## config.mk

```make
export PLATFORM = sky130hd
export DESIGN_NAME = wc_store_buffer
export DESIGN_NICKNAME = d
export VERILOG_FILES = /design/src/rtl/wcb_pkg.sv /design/src/rtl/wcb_lines.sv /design/src/rtl/wcb_ctrl.sv /design/src/rtl/wc_store_buffer.sv
export SDC_FILE = /design/constraint.sdc
export NUM_CORES = 1
export LEC_CHECK = 0
export BUFFER_PORTS_ARGS = -buffer_cell sky130_fd_sc_hd__buf_2
export CAP_MARGIN = 30
export CORE_MARGIN = 2
export CORE_UTILIZATION = 45
export CTS_BUF_LIST = sky130_fd_sc_hd__clkbuf_4 sky130_fd_sc_hd__clkbuf_8
export DETAILED_ROUTE_END_ITERATION = 7
export PLACE_DENSITY = 0.72
export SLEW_MARGIN = 20
export SYNTH_ARGS = -nofsm -noshare
export SYNTH_HDL_FRONTEND = slang
export SYNTH_HIERARCHICAL = 1
export SYNTH_SLANG_ARGS = --single-unit
```

## constraint.sdc

```tcl
create_clock -name clk -period 4.3 [get_ports clk]
set_input_delay 0.645 -clock clk [delete_from_list [all_inputs] [get_ports clk]]
set_output_delay 0.645 -clock clk [all_outputs]
set_load 0.005 [all_outputs]
```

## src/rtl/wcb_pkg.sv

```systemverilog
package wcb_pkg;

  typedef enum logic [1:0] {
    S_IDLE  = 2'd0,
    S_EVICT = 2'd1,
    S_FLUSH = 2'd2
  } wcbState_e;

  // strobes from control to the line storage
  typedef struct packed {
    logic allocEn;
    logic mergeEn;
    logic freeEn;
  } wcbCtl_t;

endpackage

```

## src/rtl/wcb_lines.sv

```systemverilog
module wcb_lines
  import wcb_pkg::*;
#(
  parameter int NUM_BUF    = 4,
  parameter int LINE_BYTES = 16,
  parameter int WORD_BYTES = 4,
  parameter int ADDR_W     = 32
) (
  input  logic                      clk,
  input  logic                      rstN,
  input  wcbCtl_t                   ctl,
  input  logic [$clog2(NUM_BUF)-1:0] tgtIdx,
  input  logic [$clog2(NUM_BUF)-1:0] rdIdx,
  input  logic [ADDR_W-1:0]         stAddr,
  input  logic [WORD_BYTES*8-1:0]   stData,
  input  logic [WORD_BYTES-1:0]     stBe,
  output logic [NUM_BUF-1:0]        hitVec,
  output logic [NUM_BUF-1:0]        validVec,
  output logic [$clog2(NUM_BUF)-1:0] oldestIdx,
  output logic [ADDR_W-1:0]         memAddr,
  output logic [LINE_BYTES*8-1:0]   memData,
  output logic [LINE_BYTES-1:0]     memBe
);

  localparam int IDX_W   = $clog2(NUM_BUF);
  localparam int LINE_OFF = $clog2(LINE_BYTES);
  localparam int WORD_OFF = $clog2(WORD_BYTES);
  localparam int SLOT_W  = LINE_OFF - WORD_OFF;
  localparam int TAG_W   = ADDR_W - LINE_OFF;
  localparam logic [IDX_W-1:0] MAX_RANK = IDX_W'(NUM_BUF - 1);

  logic [TAG_W-1:0]        lineTag  [NUM_BUF];
  logic [LINE_BYTES*8-1:0] lineData [NUM_BUF];
  logic [LINE_BYTES-1:0]   lineBe   [NUM_BUF];
  logic [IDX_W-1:0]        lineRank [NUM_BUF];
  logic [NUM_BUF-1:0]      lineValid;

  logic [TAG_W-1:0]        stTag;
  logic [SLOT_W-1:0]       stSlot;
  logic [LINE_BYTES-1:0]   byteSel;
  logic [LINE_BYTES*8-1:0] byteVal;

  assign stTag  = stAddr[ADDR_W-1:LINE_OFF];
  assign stSlot = stAddr[LINE_OFF-1:WORD_OFF];

  // spread the store word over the line image
  always_comb begin
    for (int j = 0; j < LINE_BYTES; j++) begin
      byteSel[j] = (SLOT_W'(j / WORD_BYTES) == stSlot) && stBe[j % WORD_BYTES];
      byteVal[j*8 +: 8] = stData[(j % WORD_BYTES)*8 +: 8];
    end
  end

  generate
    for (genvar i = 0; i < NUM_BUF; i++) begin : g_hit
      assign hitVec[i] = lineValid[i] && (lineTag[i] == stTag);
    end
  endgenerate

  assign validVec = lineValid;

  // rank 0 = newest allocation; rank NUM_BUF-1 = oldest when full
  always_comb begin
    oldestIdx = '0;
    for (int i = 0; i < NUM_BUF; i++) begin
      if (lineValid[i] && lineRank[i] == MAX_RANK) oldestIdx = IDX_W'(i);
    end
  end

  always_ff @(posedge clk) begin
    if (!rstN) begin
      lineValid <= '0;
      for (int i = 0; i < NUM_BUF; i++) begin
        lineTag[i]  <= '0;
        lineData[i] <= '0;
        lineBe[i]   <= '0;
        lineRank[i] <= '0;
      end
    end else begin
      for (int i = 0; i < NUM_BUF; i++) begin
        if (ctl.freeEn && rdIdx == IDX_W'(i)) lineValid[i] <= 1'b0;
        if (ctl.allocEn) begin
          if (tgtIdx == IDX_W'(i)) begin
            lineValid[i] <= 1'b1;
            lineTag[i]   <= stTag;
            lineRank[i]  <= '0;
            for (int j = 0; j < LINE_BYTES; j++) begin
              lineData[i][j*8 +: 8] <= byteSel[j] ? byteVal[j*8 +: 8] : 8'h00;
              lineBe[i][j]          <= byteSel[j];
            end
          end else if (lineValid[i]) begin
            lineRank[i] <= lineRank[i] + 1'b1;
          end
        end else if (ctl.mergeEn && tgtIdx == IDX_W'(i)) begin
          for (int j = 0; j < LINE_BYTES; j++) begin
            if (byteSel[j]) begin
              lineData[i][j*8 +: 8] <= byteVal[j*8 +: 8];
              lineBe[i][j]          <= 1'b1;
            end
          end
        end
      end
    end
  end

  assign memAddr = {lineTag[rdIdx], {LINE_OFF{1'b0}}};
  assign memData = lineData[rdIdx];
  assign memBe   = lineBe[rdIdx];

  // a tag lives in one buffer at most
  a_r8_single_hit: assert property (@(posedge clk) disable iff (!rstN)
    $onehot0(hitVec));

  // an allocated buffer is held in the next cycle
  a_r2_alloc_held: assert property (@(posedge clk) disable iff (!rstN)
    ctl.allocEn |=> lineValid[$past(tgtIdx)]);

  // a merge never drops a byte enable already set
  a_r3_merge_keeps: assert property (@(posedge clk) disable iff (!rstN)
    ctl.mergeEn |=> ((lineBe[$past(tgtIdx)] & $past(lineBe[tgtIdx])) == $past(lineBe[tgtIdx])));

endmodule

```

## src/rtl/wcb_ctrl.sv

```systemverilog
module wcb_ctrl
  import wcb_pkg::*;
#(
  parameter int NUM_BUF = 4
) (
  input  logic                       clk,
  input  logic                       rstN,
  input  logic                       stValid,
  output logic                       stReady,
  input  logic                       fenceReq,
  output logic                       fenceDone,
  output logic                       memValid,
  input  logic                       memAck,
  input  logic [NUM_BUF-1:0]         hitVec,
  input  logic [NUM_BUF-1:0]         validVec,
  input  logic [$clog2(NUM_BUF)-1:0] oldestIdx,
  output wcbCtl_t                    ctl,
  output logic [$clog2(NUM_BUF)-1:0] tgtIdx,
  output logic [$clog2(NUM_BUF)-1:0] rdIdx
);

  localparam int IDX_W = $clog2(NUM_BUF);

  wcbState_e         state, stateNext;
  logic              fencePend, fencePendNext;
  logic [IDX_W-1:0]  victimIdx, victimNext;
  logic [IDX_W-1:0]  hitIdx, freeIdx, lowValidIdx;
  logic              anyHit, allFull, anyValid;

  assign anyHit   = |hitVec;
  assign allFull  = &validVec;
  assign anyValid = |validVec;

  always_comb begin
    hitIdx      = '0;
    freeIdx     = '0;
    lowValidIdx = '0;
    for (int i = NUM_BUF - 1; i >= 0; i--) begin
      if (hitVec[i])    hitIdx      = IDX_W'(i);
      if (!validVec[i]) freeIdx     = IDX_W'(i);
      if (validVec[i])  lowValidIdx = IDX_W'(i);
    end
  end

  always_comb begin
    stateNext     = state;
    fencePendNext = fencePend;
    victimNext    = victimIdx;
    stReady       = 1'b0;
    fenceDone     = 1'b0;
    memValid      = 1'b0;
    ctl           = '0;
    tgtIdx        = anyHit ? hitIdx : freeIdx;
    rdIdx         = victimIdx;
    unique case (state)
      S_IDLE: begin
        stReady     = !fenceReq && !fencePend && (anyHit || !allFull);
        ctl.mergeEn = stValid && stReady && anyHit;
        ctl.allocEn = stValid && stReady && !anyHit;
        if (fenceReq || fencePend) begin
          stateNext     = S_FLUSH;
          fencePendNext = 1'b0;
        end else if (stValid && !anyHit && allFull) begin
          stateNext  = S_EVICT;
          victimNext = oldestIdx;
        end
      end
      S_EVICT: begin
        memValid = 1'b1;
        if (fenceReq) fencePendNext = 1'b1;
        if (memAck) begin
          ctl.freeEn = 1'b1;
          stateNext  = S_IDLE;
        end
      end
      S_FLUSH: begin
        rdIdx = lowValidIdx;
        if (anyValid) begin
          memValid   = 1'b1;
          ctl.freeEn = memAck;
        end else begin
          fenceDone = 1'b1;
          stateNext = S_IDLE;
        end
      end
      default: stateNext = S_IDLE;
    endcase
  end

  always_ff @(posedge clk) begin
    if (!rstN) begin
      state     <= S_IDLE;
      fencePend <= 1'b0;
      victimIdx <= '0;
    end else begin
      state     <= stateNext;
      fencePend <= fencePendNext;
      victimIdx <= victimNext;
    end
  end

  // an unacknowledged write keeps its line selected
  a_r5_write_held: assert property (@(posedge clk) disable iff (!rstN)
    (memValid && !memAck) |=> (memValid && $stable(rdIdx)));

  // completion only once nothing is held
  a_r6_done_empty: assert property (@(posedge clk) disable iff (!rstN)
    fenceDone |-> (validVec == '0));

  // stores never enter while a line is on the memory port
  a_r7_no_accept_busy: assert property (@(posedge clk) disable iff (!rstN)
    (stValid && stReady) |-> !memValid);

  // eviction happens only with every buffer in use
  a_r4_evict_full: assert property (@(posedge clk) disable iff (!rstN)
    (state == S_EVICT) |-> allFull);

endmodule

```

## src/rtl/wc_store_buffer.sv

```systemverilog
module wc_store_buffer
  import wcb_pkg::*;
#(
  parameter int NUM_BUF    = 4,
  parameter int LINE_BYTES = 16,
  parameter int WORD_BYTES = 4,
  parameter int ADDR_W     = 32
) (
  input  logic                    clk,
  input  logic                    rstN,
  input  logic                    stValid,
  output logic                    stReady,
  input  logic [ADDR_W-1:0]       stAddr,
  input  logic [WORD_BYTES*8-1:0] stData,
  input  logic [WORD_BYTES-1:0]   stBe,
  input  logic                    fenceReq,
  output logic                    fenceDone,
  output logic                    memValid,
  output logic [ADDR_W-1:0]       memAddr,
  output logic [LINE_BYTES*8-1:0] memData,
  output logic [LINE_BYTES-1:0]   memBe,
  input  logic                    memAck
);

  localparam int IDX_W = $clog2(NUM_BUF);

  wcbCtl_t            ctl;
  logic [IDX_W-1:0]   tgtIdx, rdIdx, oldestIdx;
  logic [NUM_BUF-1:0] hitVec, validVec;

  wcb_ctrl #(.NUM_BUF(NUM_BUF)) u_ctrl (
    .clk(clk), .rstN(rstN),
    .stValid(stValid), .stReady(stReady),
    .fenceReq(fenceReq), .fenceDone(fenceDone),
    .memValid(memValid), .memAck(memAck),
    .hitVec(hitVec), .validVec(validVec), .oldestIdx(oldestIdx),
    .ctl(ctl), .tgtIdx(tgtIdx), .rdIdx(rdIdx)
  );

  wcb_lines #(
    .NUM_BUF(NUM_BUF), .LINE_BYTES(LINE_BYTES),
    .WORD_BYTES(WORD_BYTES), .ADDR_W(ADDR_W)
  ) u_lines (
    .clk(clk), .rstN(rstN), .ctl(ctl),
    .tgtIdx(tgtIdx), .rdIdx(rdIdx),
    .stAddr(stAddr), .stData(stData), .stBe(stBe),
    .hitVec(hitVec), .validVec(validVec), .oldestIdx(oldestIdx),
    .memAddr(memAddr), .memData(memData), .memBe(memBe)
  );

endmodule

```

Word level (Yosys, flattened, before mapping)
Memory sizes are Yosys's and may differ from the RTL's.
Index checks and enable logic that the tools add are counted.
Operators by class
  bitwise operators: 269
  add/sub/neg operators: 4
  equality and inequality tests: 23
  multiplexer cells: 639
  reduce and logical (&&, ||, !) cells: 55
Operator list (number)
  2-to-1 mux 8 bit: 144
  2-to-1 mux 1 bit: 458
  bitwise OR 1 bit: 268
  == test 28 bit: 4
  2-to-1 mux 28 bit: 4
  2-to-1 mux 2 bit: 29
  logical AND 1 bit: 38
  == test 2 bit, second input constant: 8
  AND reduction 3 bit: 3
  adder 2 x 1 -> 2 bit, second input constant: 4
  logical NOT 2 bit: 4
  OR reduction 4 bit: 2
  == test 2 x 1 -> 1 bit, second input constant: 3
  inequality test 2 bit, second input constant: 3
  one-hot mux 1 bit (2 select lines): 3
  one-hot mux 2 bit (3 select lines): 1
  == test 2 bit, first input constant: 2
  logical NOT 1 bit: 4
  AND reduction 4 bit: 1
  inequality test 3 x 1 -> 1 bit, second input constant: 1
  == test 1 x 2 -> 1 bit, first input constant: 1
  logical OR 1 bit: 2
  inequality test 2 x 1 -> 1 bit, second input constant: 1
  nonzero test 2 bit: 1
  NOT 1 bit: 1
Storage, ports and cells
  memory bits (writable): 696
  word-level logic and storage cells: 998
  flip-flop bits (word level): 9
  memories: 4
  output and inout bits: 179
  input bits: 73
Memories
  u_lines.lineData: depth 4, width 128, read ports 1, clocked after Yosys merged registers in 0, wr ports 4, RTL line wcb_lines.sv:33  | logic [LINE_BYTES*8-1:0] lineData [NUM_BUF];
  u_lines.lineTag: depth 4, width 28, read ports 5, clocked after Yosys merged registers in 0, wr ports 4, RTL line wcb_lines.sv:32  | logic [TAG_W-1:0] lineTag [NUM_BUF];
  u_lines.lineBe: depth 4, width 16, read ports 1, clocked after Yosys merged registers in 0, wr ports 4, RTL line wcb_lines.sv:34  | logic [LINE_BYTES-1:0] lineBe [NUM_BUF];
  u_lines.lineRank: depth 4, width 2, read ports 4, clocked after Yosys merged registers in 0, wr ports 4, RTL line wcb_lines.sv:35  | logic [IDX_W-1:0] lineRank [NUM_BUF];

Longest topological paths before layout
An unclocked memory read counts as a cell.
  word-level depth: 15
  depth in mapped cells: 14
  gate-level depth less buffers: 11

Cells and area by module
Netlist, hierarchy kept.
By module, submodules not included
  wcb_lines: area each 32055.7 um2, times used 1, cells each 2023, seq. area each 20920.1 um2
  wcb_ctrl: area each 471.7 um2, times used 1, cells each 58, seq. area each 100.1 um2

Worst setup path before layout
OpenSTA, ideal clock, no wires.
  path type: input port to flip-flop
  start point: in stAddr[22]
  end point: mem u_lines.lineBe[0][1] (enable)
  library setup time: 387 ps
  slack: 357 ps
  arrival: 3555 ps
  data required time: 3913 ps
  stages on the path: 11
  buffers on the path: 3
  cells stage by stage: clkbuf_1 xor2_1 nor4_1 nand3_1 nor4_1 o21bai_1 a21oi_1 buf_2 or3b_1 buf_1 o21ai_0
RTL lines
  from (decl): RTL line wc_store_buffer.sv:13  | input logic [ADDR_W-1:0] stAddr,
  to (decl): RTL line wcb_lines.sv:34

==> flow_summary_export.csv <==
group,metric,value,unit
outcome,status,"completed",
final_layout,synthToLayoutAreaGrowth,16.3,%
placed_design,dp.cells,3258,
die,start_util,45.5,%
cts,cts-buffers-inserted,116,
cts,clockRootBuffer,"clkbuf_8",
global_route,grt_max_degree,117,
pwr,seq_power_share,53.5,%
logic_synthesis,seq_area_frac_synth,64.6,%
cts,cts_hold_buffers,0,
critical_path,r2r_end,"u_lines/lineData[3][60]",
die,io_pins,252,
pwr,p_leak,14.4,nW
final_layout,fin_util,52.9,%
logic_synthesis,synth_seq_cells,703,
global_route,grt_pass1_vias,20100,
drt,post-route-drc-count,0,
logic_synthesis,synth_top_area_share,64.1,%
critical_path,crit_path_start,"u_lines/lineTag[0][5]",
drt,drtPass1Iterations,7,
drt,routedWlPerCell,23.9,um
drt,ant_nets,0,
placed_design,place_congestion,0.867,
critical_path,r2r_setup_slack,0.17,ns
pwr,p_int,11.4,mW
drt,via_per_inst,5.53,
critical_path,critPathLaunchType,"flop",
die,die_w,273,um
drt,routed_wirelength,82900,um
min_path,hp-start,"fenceReq",
cts,postCtsSetupBuffers,0,
sta,slew_headroom,34.3,%
sta,tightest_slew,0.980,ns
pwr,p_switching,3.44,mW
global_route,track_usage,22.3,%
pwr,sw_frac_of_total,23.2,%
critical_path,r2r-start,"u_lines/lineTag[0][5]",
sta,fin_tns_setup,0,ns
critical_path,cp.arrival,4.59,ns
min_path,whs_endpoint,"u_ctrl/fencePend",
logic_synthesis,netlist_area,32500,sq um
die,core_area,71500,sq um
logic_synthesis,synthFlopType,"edfxtp_1",
cts,clk_pin_slew,0.06,ns
global_route,antenna_found_initial,4,
cts,ctsResizeCount,0,
min_path,hold_depth,3,
final_layout,final_area,37800,sq um
critical_path,critPathMaxFanout,11,
logic_synthesis,syn_inst,2081,
cts,clock_path_buffers,3,
logic_synthesis,yosysUniqueCellTypes,55,
critical_path,cp.required,4.76,ns
final_layout,final_cells,3474,
drt,vias,19200,
logic_synthesis,synth_top_area_cell,"edfxtp_1",
logic_synthesis,synthArstFlopShare,0,%
sta,finalWorstSetupSlack,0.172,ns
sta,finalCriticalPeriod,4.13,ns
pwr,vdd_ir_drop_max,0.273,mV
pwr,comb_power_share,7.3,%
critical_path,ff2ff_path_depth,11,
logic_synthesis,ys_top_cells_by_area,"edfxtp_1 64%, mux4_2 12%, and2_1 9.9%, and3_1 2.2%, xor2_1 2.0%",
cts,clk_latency,0.75,ns
flow_run,drv_cap,0,
global_route,grt_pass1_wl,124000,um
cts,cts_tree,"built",
critical_path,critPathCaptureType,"flop",
placed_design,place_ws,-0.0954,ns
sta,fmax,0.242,GHz
logic_synthesis,synth_edf_count,694,
sta,hold_slack,0.209,ns
drt,initialDrtViolationCount,1920,
sta,worst_clock_skew,0.0621,ns
pwr,total_power,14.8,mW
global_route,grt-ovfl-total,0,
final_layout,nets,2506,
placed_design,port_buffers,245,
sta,finalCritPeriodShare,96.0,%
logic_synthesis,synth_warnings,6,
sta,setup_viol,0,
critical_path,path_class,"reg -> reg",
die,floorplan.rows,98,
die,design.die.area,74400,sq um
logic_synthesis,syn_area_per_cell,15.6,sq um
final_layout,drive_gt1_share,32.3,%
cts,cts.sinks,703,
pwr,power.density,392,nW/um^2
min_path,hp-class,"in -> reg",
sta,report.final.slew_viol_count,0,
sta,hold_viol_final,0,
die,die-height,273,um
cts,cts.htree.levels,3,
sta,rsz0062_at_grt,"false",
placed_design,dp_hpwl,54300,um
pwr,power_frac_clock,39.2,%
placed_design,placed_cell_area,35500,sq um
## critical path, stage by stage, from the launching register on
cell      delay [ns]
edfxtp_1        0.42
xor2_1          0.21
nor4_1          0.50
nand3_1         0.14
nor4_1          0.50
buf_4           0.23
nor3_1          0.05
buf_4           0.18
and2_1          0.21
a21boi_2        0.75
o21ai_1         0.35
buf_4           0.28
## Yosys cell counts (2+ instances only)
master and number:
nand3b_1 3, nor4_1 21, nor2_4 39, and2_1 515, mux2_2 2, buf_1 19
buf_2 28, a21boi_1 2, mux2i_1 2, o21ai_1 17, buf_6 4, ha_1 6
nand2_1 19, nand4_1 13, xor2_1 76, nand3_1 24, nor3_1 6, inv_1 14
a21boi_2 3, nand2b_1 10, mux4_2 172, nor2_1 25, nand2_2 9, and3_1 113
o21ai_0 54, nor2b_2 2, dfxtp_1 9, a21oi_1 3, edfxtp_1 694, and2b_1 2
o211ai_1 2, clkbuf_1 90, nor2_2 18, xnor2_1 36, or3b_1 2, buf_4 8
## sequential cells by signal, summed over array words and instances, names as in the netlist
signal	count
u_ctrl/fencePend	1
u_lines/lineRank	6
u_lines/lineData	512
u_ctrl/victimIdx	2
u_lines/lineBe	64
u_ctrl/state	2
u_lines/lineTag	112
u_lines/validVec	4
## logic make-up (layout without fill, tap and decap cells)
logic type	after synthesis	after routing	share of synthesized area [%]
compound gates	91	91	1.63
flops	703	703	64.6
xor+xnor	112	112	3.02
fa+ha+maj	6	6	0.231
other cells	1	8	0.0115
simple gates	829	829	16.3
buf+inv	163	599	2.17
mux	176	176	12.0
## final cells by class
| class | instances | area [sq um] |
|---|---|---|
| diodes | 4 | 10.0 |
| well taps | 950 | 1190 |
| clock inverters | 52 | 387 |
| flip-flops and latches | 703 | 21000 |
| repair buffers | 374 | 2410 |
| clock buffers | 159 | 1920 |
| fillers | 5817 | 33700 |
| inverters | 14 | 52.6 |
| multi-input cells | 1218 | 10800 |
## per-layer routing
layer | GRT usage, % | vias to the layer above | part of all wire, %
li1 | - | 8485 | -
met1 | 28.3 | 9774 | 38
met2 | 38.2 | 821 | 51
met3 | 4.48 | 142 | 8.1
met4 | 7.49 | 2 | 2.4
met5 | 0 | - | 0.0084
## cell usage in the layout, fill, tap and decap left out, types with 4 or more instances in the layout
cell / instances
a21boi_2: 4
and2_1: 514
and3_1: 113
buf_12: 17
buf_2: 245
buf_4: 112
bufinv_16: 4
clkbuf_4: 43
clkbuf_8: 116
clkinv_1: 29
clkinv_2: 12
conb_1: 4
dfxtp_1: 9
diode_2: 4
edfxtp_1: 694
ha_1: 6
inv_1: 14
mux4_2: 172
nand2_1: 19
nand2_2: 9
nand2b_1: 10
nand3_1: 24
nand4_1: 13
nor2_1: 24
nor2_2: 19
nor2_4: 39
nor3_1: 6
nor4_1: 21
o21ai_0: 54
o21ai_1: 17
xnor2_1: 36
xor2_1: 76
## power groups by stage
| stage | clock [mW] | combinational, mW | sequential (mW) |
|---|---|---|---|
| after floorplan | 0 | 0.561 | 8.03 |
| after global placement | 0 | 1.07 | 8.05 |
| after detailed placement | 0 | 1.08 | 8.07 |
| after CTS | 5.93 | 1.09 | 7.93 |
| after global routing | 6.23 | 1.15 | 7.96 |
| final | 5.82 | 1.08 | 7.93 |
## worst max-delay path by stage
stage	end	slack, ns	cells after the start
5_1_grt	memAddr[6]	0.004	6
2_1_floorplan	u_lines/lineBe[0][1]	0.36	11
6_report	u_lines/lineData[3][60]	0.17	11
4_1_cts	memBe[6]	0.13	6
3_3_place_gp	u_lines/lineData[3][60]	-0.02	13
3_5_place_dp	u_lines/lineData[3][63]	-0.1	12
Note: power is estimated with default switching activity, not from simulation.
